## config.mk

```make
export PLATFORM = sky130hd
export DESIGN_NAME = hz_stall_detect
export DESIGN_NICKNAME = d
export VERILOG_FILES = /design/src/rtl/hz_pkg.sv /design/src/rtl/hz_src_decode.sv /design/src/rtl/hz_dst_match.sv /design/src/rtl/hz_stall_detect.sv
export SDC_FILE = /design/constraint.sdc
export NUM_CORES = 1
export LEC_CHECK = 0
export BUFFER_PORTS_ARGS = -buffer_cell sky130_fd_sc_hd__buf_2
export CAP_MARGIN = 15
export CORE_AREA = 8 8 45 47
export DETAILED_ROUTE_END_ITERATION = 16
export DIE_AREA = 0 0 53 55
export PLACE_DENSITY_LB_ADDON = 0.12
export SLEW_MARGIN = 15
export SYNTH_ARGS = -nofsm -noshare
export SYNTH_HDL_FRONTEND = slang
export SYNTH_SLANG_ARGS = --single-unit
```

## constraint.sdc

```tcl
create_clock -name vclk -period 2
set_input_delay 0.2 -clock vclk [all_inputs]
set_output_delay 0.2 -clock vclk [all_outputs]
set_load 0.02 [all_outputs]
```

## src/rtl/hz_pkg.sv

```systemverilog
package hz_pkg;

  localparam int OP_W = 6;
  localparam int FN_W = 6;

  localparam logic [OP_W-1:0] OP_REG   = 6'h00;
  localparam logic [OP_W-1:0] OP_JMP   = 6'h02;
  localparam logic [OP_W-1:0] OP_BREQ  = 6'h04;
  localparam logic [OP_W-1:0] OP_BRNE  = 6'h05;
  localparam logic [OP_W-1:0] OP_ADDI  = 6'h08;
  localparam logic [OP_W-1:0] OP_ADDIU = 6'h09;
  localparam logic [OP_W-1:0] OP_SLTI  = 6'h0A;
  localparam logic [OP_W-1:0] OP_ANDI  = 6'h0C;
  localparam logic [OP_W-1:0] OP_ORI   = 6'h0D;
  localparam logic [OP_W-1:0] OP_LUI   = 6'h0F;
  localparam logic [OP_W-1:0] OP_LOAD  = 6'h23;
  localparam logic [OP_W-1:0] OP_STORE = 6'h2B;

  localparam logic [FN_W-1:0] FN_SHL   = 6'h00;
  localparam logic [FN_W-1:0] FN_ALU_LO = 6'h20;
  localparam logic [FN_W-1:0] FN_ALU_HI = 6'h27;
  localparam logic [FN_W-1:0] FN_SLT   = 6'h2A;

  // How the decoded instruction uses its source register fields.
  typedef struct packed {
    logic known;       // opcode/funct recognised
    logic rs_alu;      // rs feeds the ALU
    logic rt_alu;      // rt feeds the ALU
    logic rt_store;    // rt is store data
  } src_use_t;

  function automatic src_use_t classify(input logic [OP_W-1:0] op,
                                        input logic [FN_W-1:0] fn);
    src_use_t u;
    u = '0;
    unique case (op)
      OP_REG: begin
        if (fn == FN_SHL) begin
          u.known  = 1'b1;
          u.rt_alu = 1'b1;
        end else if ((fn >= FN_ALU_LO && fn <= FN_ALU_HI) || fn == FN_SLT) begin
          u.known  = 1'b1;
          u.rs_alu = 1'b1;
          u.rt_alu = 1'b1;
        end
      end
      OP_ADDI, OP_ADDIU, OP_SLTI, OP_ANDI, OP_ORI, OP_LOAD: begin
        u.known  = 1'b1;
        u.rs_alu = 1'b1;
      end
      OP_STORE: begin
        u.known    = 1'b1;
        u.rs_alu   = 1'b1;
        u.rt_store = 1'b1;
      end
      OP_LUI, OP_JMP, OP_BREQ, OP_BRNE: begin
        u.known = 1'b1;
      end
      default: u = '0;
    endcase
    return u;
  endfunction

endpackage

```

## src/rtl/hz_src_decode.sv

```systemverilog
module hz_src_decode
  import hz_pkg::*;
(
  input  logic [OP_W-1:0] opcode,
  input  logic [FN_W-1:0] funct,
  output src_use_t        use_o
);

  assign use_o = classify(opcode, funct);

  // Immediate-format opcodes must never claim rt as a read operand.
  always_comb begin
    a_r2_imm_no_rt: assert (!((opcode == OP_ADDI || opcode == OP_ADDIU ||
                               opcode == OP_SLTI || opcode == OP_ANDI  ||
                               opcode == OP_ORI  || opcode == OP_LUI   ||
                               opcode == OP_LOAD) &&
                              (use_o.rt_alu || use_o.rt_store)))
      else $error("R2: immediate opcode reports rt as read");
  end

endmodule

```

## src/rtl/hz_dst_match.sv

```systemverilog
module hz_dst_match #(
  parameter int REG_AW = 5
) (
  input  logic              wr_en,
  input  logic [REG_AW-1:0] dst,
  input  logic [REG_AW-1:0] src,
  input  logic              src_used,
  output logic              hit
);

  logic dst_live;
  assign dst_live = wr_en && (dst != '0);
  assign hit      = dst_live && src_used && (dst == src);

  always_comb begin
    a_r6_hit_needs_live: assert (!hit || (wr_en && (src != '0) && src_used))
      else $error("R6: hit without a live writer");
  end

endmodule

```

## src/rtl/hz_stall_detect.sv

```systemverilog
module hz_stall_detect #(
  parameter int REG_AW = 5
) (
  input  logic [5:0]        id_opcode,
  input  logic [5:0]        id_funct,
  input  logic [REG_AW-1:0] id_rs,
  input  logic [REG_AW-1:0] id_rt,
  input  logic              ex_reg_write,
  input  logic              ex_mem_read,
  input  logic [REG_AW-1:0] ex_dst,
  input  logic              mem_reg_write,
  input  logic [REG_AW-1:0] mem_dst,
  output logic              stall_req,
  output logic              idex_ctrl_zero
);
  import hz_pkg::*;

  localparam int N_ALU_SRC = 2;

  src_use_t           src_use;
  logic [REG_AW-1:0]  alu_src  [N_ALU_SRC];
  logic [N_ALU_SRC-1:0] alu_used;
  logic [N_ALU_SRC-1:0] load_hit;
  logic               ex_is_load;
  logic               load_use_evt;
  logic               store_data_evt;

  hz_src_decode u_dec (
    .opcode (id_opcode),
    .funct  (id_funct),
    .use_o  (src_use)
  );

  assign alu_src[0]  = id_rs;
  assign alu_src[1]  = id_rt;
  assign alu_used[0] = src_use.rs_alu;
  assign alu_used[1] = src_use.rt_alu;
  assign ex_is_load  = ex_reg_write && ex_mem_read;

  // One comparator per ALU operand against a load directly ahead.
  for (genvar k = 0; k < N_ALU_SRC; k++) begin : g_ld
    hz_dst_match #(.REG_AW(REG_AW)) u_ld (
      .wr_en    (ex_is_load),
      .dst      (ex_dst),
      .src      (alu_src[k]),
      .src_used (alu_used[k]),
      .hit      (load_hit[k])
    );
  end

  // Store data against a writer two ahead; one ahead is forwarded.
  hz_dst_match #(.REG_AW(REG_AW)) u_st (
    .wr_en    (mem_reg_write),
    .dst      (mem_dst),
    .src      (id_rt),
    .src_used (src_use.rt_store),
    .hit      (store_data_evt)
  );

  assign load_use_evt   = |load_hit;
  assign stall_req      = load_use_evt || store_data_evt;
  assign idex_ctrl_zero = load_use_evt || store_data_evt;

  always_comb begin
    a_r7_unknown_no_stall: assert (src_use.known || !stall_req)
      else $error("R7: stall on unrecognised instruction");
    a_r4_store_hit_stalls: assert (!store_data_evt || stall_req)
      else $error("R4: store-data hit without stall");
    a_r8_clear_tracks: assert (idex_ctrl_zero == stall_req)
      else $error("R8: control clear differs from stall");
    a_r1_load_needs_memread: assert (!load_use_evt || ex_mem_read)
      else $error("R1: load-use event without a load ahead");
  end

endmodule

```

After elaboration in Yosys (flattened, before gate mapping)
Cells that the tools add are included.

word-level totals
  register bits = 0
  input bits = 35
  output and inout port bits = 2
  word-level logic and storage cells = 37

cells by class
  magnitude comparators = 2
  reductions and logical operators = 18
  muxes and demuxes = 6
  equality and inequality tests = 11

operators with widths
  operator              count
  $eq A6 B4 Y1 const B  5
  $eq A6 B6 Y1 const B  3
  $eq A5 B5 Y1          3
  $logic_not A6 Y1      2
  $logic_and A1 B1 Y1   10
  $reduce_bool A5 Y1    2
  $reduce_or A7 Y1      1
  $ge A6 B6 Y1 const B  1
  $le A6 B6 Y1 const B  1
  $mux W1               4
  $logic_or A1 B1 Y1    2
  $mux W2               1
  $pmux W1 S2           1
  $reduce_or A2 Y1      1

Depth between registers and ports, before layout
  depth after elaboration = 10
  mapped depth = 6
  depth with buffers taken out = 5

Modules after synthesis
From an unflattened synthesis, not the netlist that was laid out.

unflattened totals
  cell total of the unflattened synthesis = 55
  area total of the unflattened synthesis = 382.9 um2

modules (own cells, without submodules)
  module           cells an instance  instances  area each (um2)
  hz_dst_match     10                 3          76.3
  hz_src_decode    22                 1          133.9
  hz_stall_detect  3                  1          20.0

Worst setup path after synthesis
No wires, ideal clock.

  kind = input-to-output
  start point = in id_opcode[0]
  end point = out stall_req
  slack = 0.107 ns
  cell stages on the path = 6
  required time = 1.800 ns
  data arrival time = 1.693 ns
  cells stage by stage = nor4_4 o2111ai_1 o211ai_1 a41oi_1 o41ai_2 buf_4

between the ends
  word-level cells in the longest chain between the ends = 7

ends and longest elaborated chain
  what                                                 RTL line               text
  from (decl)                                          hz_stall_detect.sv:4   input logic [5:0] id_opcode,
  $eq A6 B4 Y1 / $eq A6 B6 Y1 (equally long branches)  --
  $reduce_or A7 Y1 (no source line)                    --
  $pmux W1 S2                                          hz_pkg.sv:36           unique case (op)
  $logic_and A1 B1 Y1 (2 in series)                    hz_dst_match.sv:13     assign hit = dst_live && src_used && (dst == src);
  $reduce_or A2 Y1                                     hz_stall_detect.sv:60  assign load_use_evt = |load_hit;
  $logic_or A1 B1 Y1 *                                 --
  to (decl)                                            hz_stall_detect.sv:13  output logic stall_req,

Every way passes the cells marked *; elsewhere a longest branch is shown, timed or not.

Worst setup path after layout
  start point = in id_opcode[0]
  end point = out idex_ctrl_zero

between the ends
  word-level cells in the longest chain between the ends = 7

ends and longest elaborated chain
  what                                                 RTL line               text
  $eq A6 B4 Y1 / $eq A6 B6 Y1 (equally long branches)  --
  $reduce_or A7 Y1 (no source line)                    --
  $pmux W1 S2                                          hz_pkg.sv:36
  $logic_and A1 B1 Y1 (2 in series)                    hz_dst_match.sv:13
  $reduce_or A2 Y1                                     hz_stall_detect.sv:60
  $logic_or A1 B1 Y1 *                                 hz_stall_detect.sv:62  assign idex_ctrl_zero = load_use_evt || store_data_evt;
  to (decl)                                            hz_stall_detect.sv:14  output logic idex_ctrl_zero

Marks and branches as above.

==> out/qor.yml <==
p_per_area_nw_per_um2: 172
dp_cells: 95
via_count: 452
pre_cts_slack_ps: 160
worst_pin_slew_ps: 255
place_area_um2: 520
portBuffers: 37
initial_utilization: 0.233
io_pins: 37
syn_nets: 78
cts_setup_buffers: 0
dr.pass1.iters: 4
period_minus_slack_ps: 1830
die-area_um2: 2920
die_y_um: 55
overflow: 0
hold_depth: 3
seq_area_frac_synth: 0
synth_area_um2: 323
wire_per_inst_um: 11.7
hold_path_startpoint: "id_opcode[4]"
place_congestion: 0.688
cp-end-kind: "primary output"
fmax_mhz: 546
p_leak_nw: 0.227
setup_violations: 0
yosys.area_share.simple: 0.384
grt_first_pass_wirelength_um: 1820
grt_max_degree: 5
avgSynthCellArea_um2: 7.51
critical_path.max_fanout: 4
grtUsageTotal: 0.0752
fin_crit_sh: 0.915
crit_type: "in2out"
place_hpwl_um: 1080
outcome: "finished, final reports clean"
p_sw_mw: 0.0399
syn_inst: 43
start_kind: "input pin"
peakVddDrop_mv: 0.0604
synth_top_family_by_area: "simple AND/OR/NAND/NOR gates"
drive_above_1_share: 0.494
grt_antenna_before_repair: 0
rows: 14
seqCellArea_um2: 0
seq_cells: 0
drt-vias-per-instance: 4.76
ys_warn_count: 0
stdcell_area_um2: 520
clockPowerShare: 0
min_to: "stall_req"
p_comb_frac: 1.000
nClkBuffers: 0
whs_ps: 716
cp.arrival_ps: 1630
drv_slew: 0
die_x_um: 53
hold_viol: 0
final_cells: 95
pwr-share-seq: 0
syn2layout_area_growth_pct: 61.2
n_antenna_cell: 0
worst_slack_ps: 170
synth.area.mux_share: 0
p_int_mw: 0.0497
drc: 0
wl_um: 1110
fin_setup_tns_ps: 0
cts_hold_buf: 0
synth_fa_ha_area_frac: 0
required_ps: 1800
fill_cells: 154
synth-compound-area-share: 0.202
hp-class: "in2out"
synth_cell_types: 22
nNetsFinal: 116
rsz0062_at_grt: "no"
maxSlewHeadroom: 0.828
p_sw_frac: 0.446
synth_xor_area_frac: 0.380
cts-resized-gates: 0
drv_cap: 0
ant_nets: 0
core_area_um2: 1380
first_global_vias: 461
drt_iter0_markers: 1
## cell type report
cell class | count | area (um^2) | area share
Multi-Input combinational cell | 41 | 312 | 0.599
Tap cell | 16 | 20.0 | 0.0385
Inverter | 1 | 3.75 | 0.00721
Timing Repair Buffer | 37 | 185 | 0.356
## per-stage QoR
step                power, mW   util
floorplan              0.0371      -
global placement       0.0913  0.376
detailed placement     0.0909  0.376
CTS                    0.0913  0.376
global route            0.100  0.376
finish                 0.0896  0.376
## worst max-delay path, cell delays in order
cell and delay [ps]:
buf_2 130, nor4_4 300, o2111ai_1 150, o211ai_1 120
a41oi_1 150, o41ai_2 350, buf_2 220
## power by group through the flow
| stage | logic [mW] | clock network (mW) | registers (mW) |
|---|---|---|---|
| 2_1_floorplan | 0.0371 | 0 | 0 |
| 3_3_place_gp | 0.0913 | 0 | 0 |
| 3_5_place_dp | 0.0909 | 0 | 0 |
| 4_1_cts | 0.0913 | 0 | 0 |
| 5_1_grt | 0.100 | 0 | 0 |
| 6_report | 0.0896 | 0 | 0 |
## worst max path at each step
stage,startpoint,endpoint
2_1_floorplan,id_opcode[0],stall_req
3_3_place_gp,id_opcode[0],idex_ctrl_zero
3_5_place_dp,id_opcode[0],idex_ctrl_zero
4_1_cts,id_opcode[0],idex_ctrl_zero
5_1_grt,id_opcode[0],stall_req
6_report,id_opcode[0],idex_ctrl_zero
## cell usage after synthesis, drive strengths merged
cell	n	area, um^2
xnor2	11	96.3
nand2	3	11.3
nand4	3	18.8
nor3	3	15.0
xor2	3	26.3
nor2	2	7.51
nor3b	2	15.0
nor4	2	27.5
or4	2	15.0
a211oi	1	7.51
a21oi	1	5.00
a31oi	1	6.26
a41oi	1	8.76
buf	1	7.51
inv	1	3.75
nand3	1	5.00
o2111ai	1	8.76
o211ai	1	7.51
o21ai	1	5.00
o41ai	1	16.3
or3b	1	8.76
## cell families (layout without fill, tap and decap cells)
family / count (synthesis) / in the layout
buf+inv: 2 / 38
xor+xnor: 14 / 14
compound gates: 8 / 8
simple gates: 19 / 19
## layout by cell type, fill, tap and decap left out
cell type and count:
o21ai_0 1, nor4_1 1, o2111ai_1 1, xnor2_1 11, nor3_1 3, nand4_1 3
a41oi_1 1, nor3b_1 2, nor4_4 1, nand3_1 1, a31oi_1 1, or4_1 2
a211oi_1 1, inv_1 1, o211ai_1 1, nor2_1 2, a21oi_1 1, o41ai_2 1
buf_2 37, or3b_1 1, nand2_1 3, xor2_1 3
## metal layers
layer | global-route usage | part of all wire | vias to the layer above
met5 | 0 | 0 | -
met4 | 0 | 0 | 0
met3 | 0.0214 | 0.098 | 0
met2 | 0.146 | 0.51 | 18
met1 | 0.0830 | 0.39 | 194
li1 | - | - | 240
Note: power is estimated with default switching activity, not from simulation.
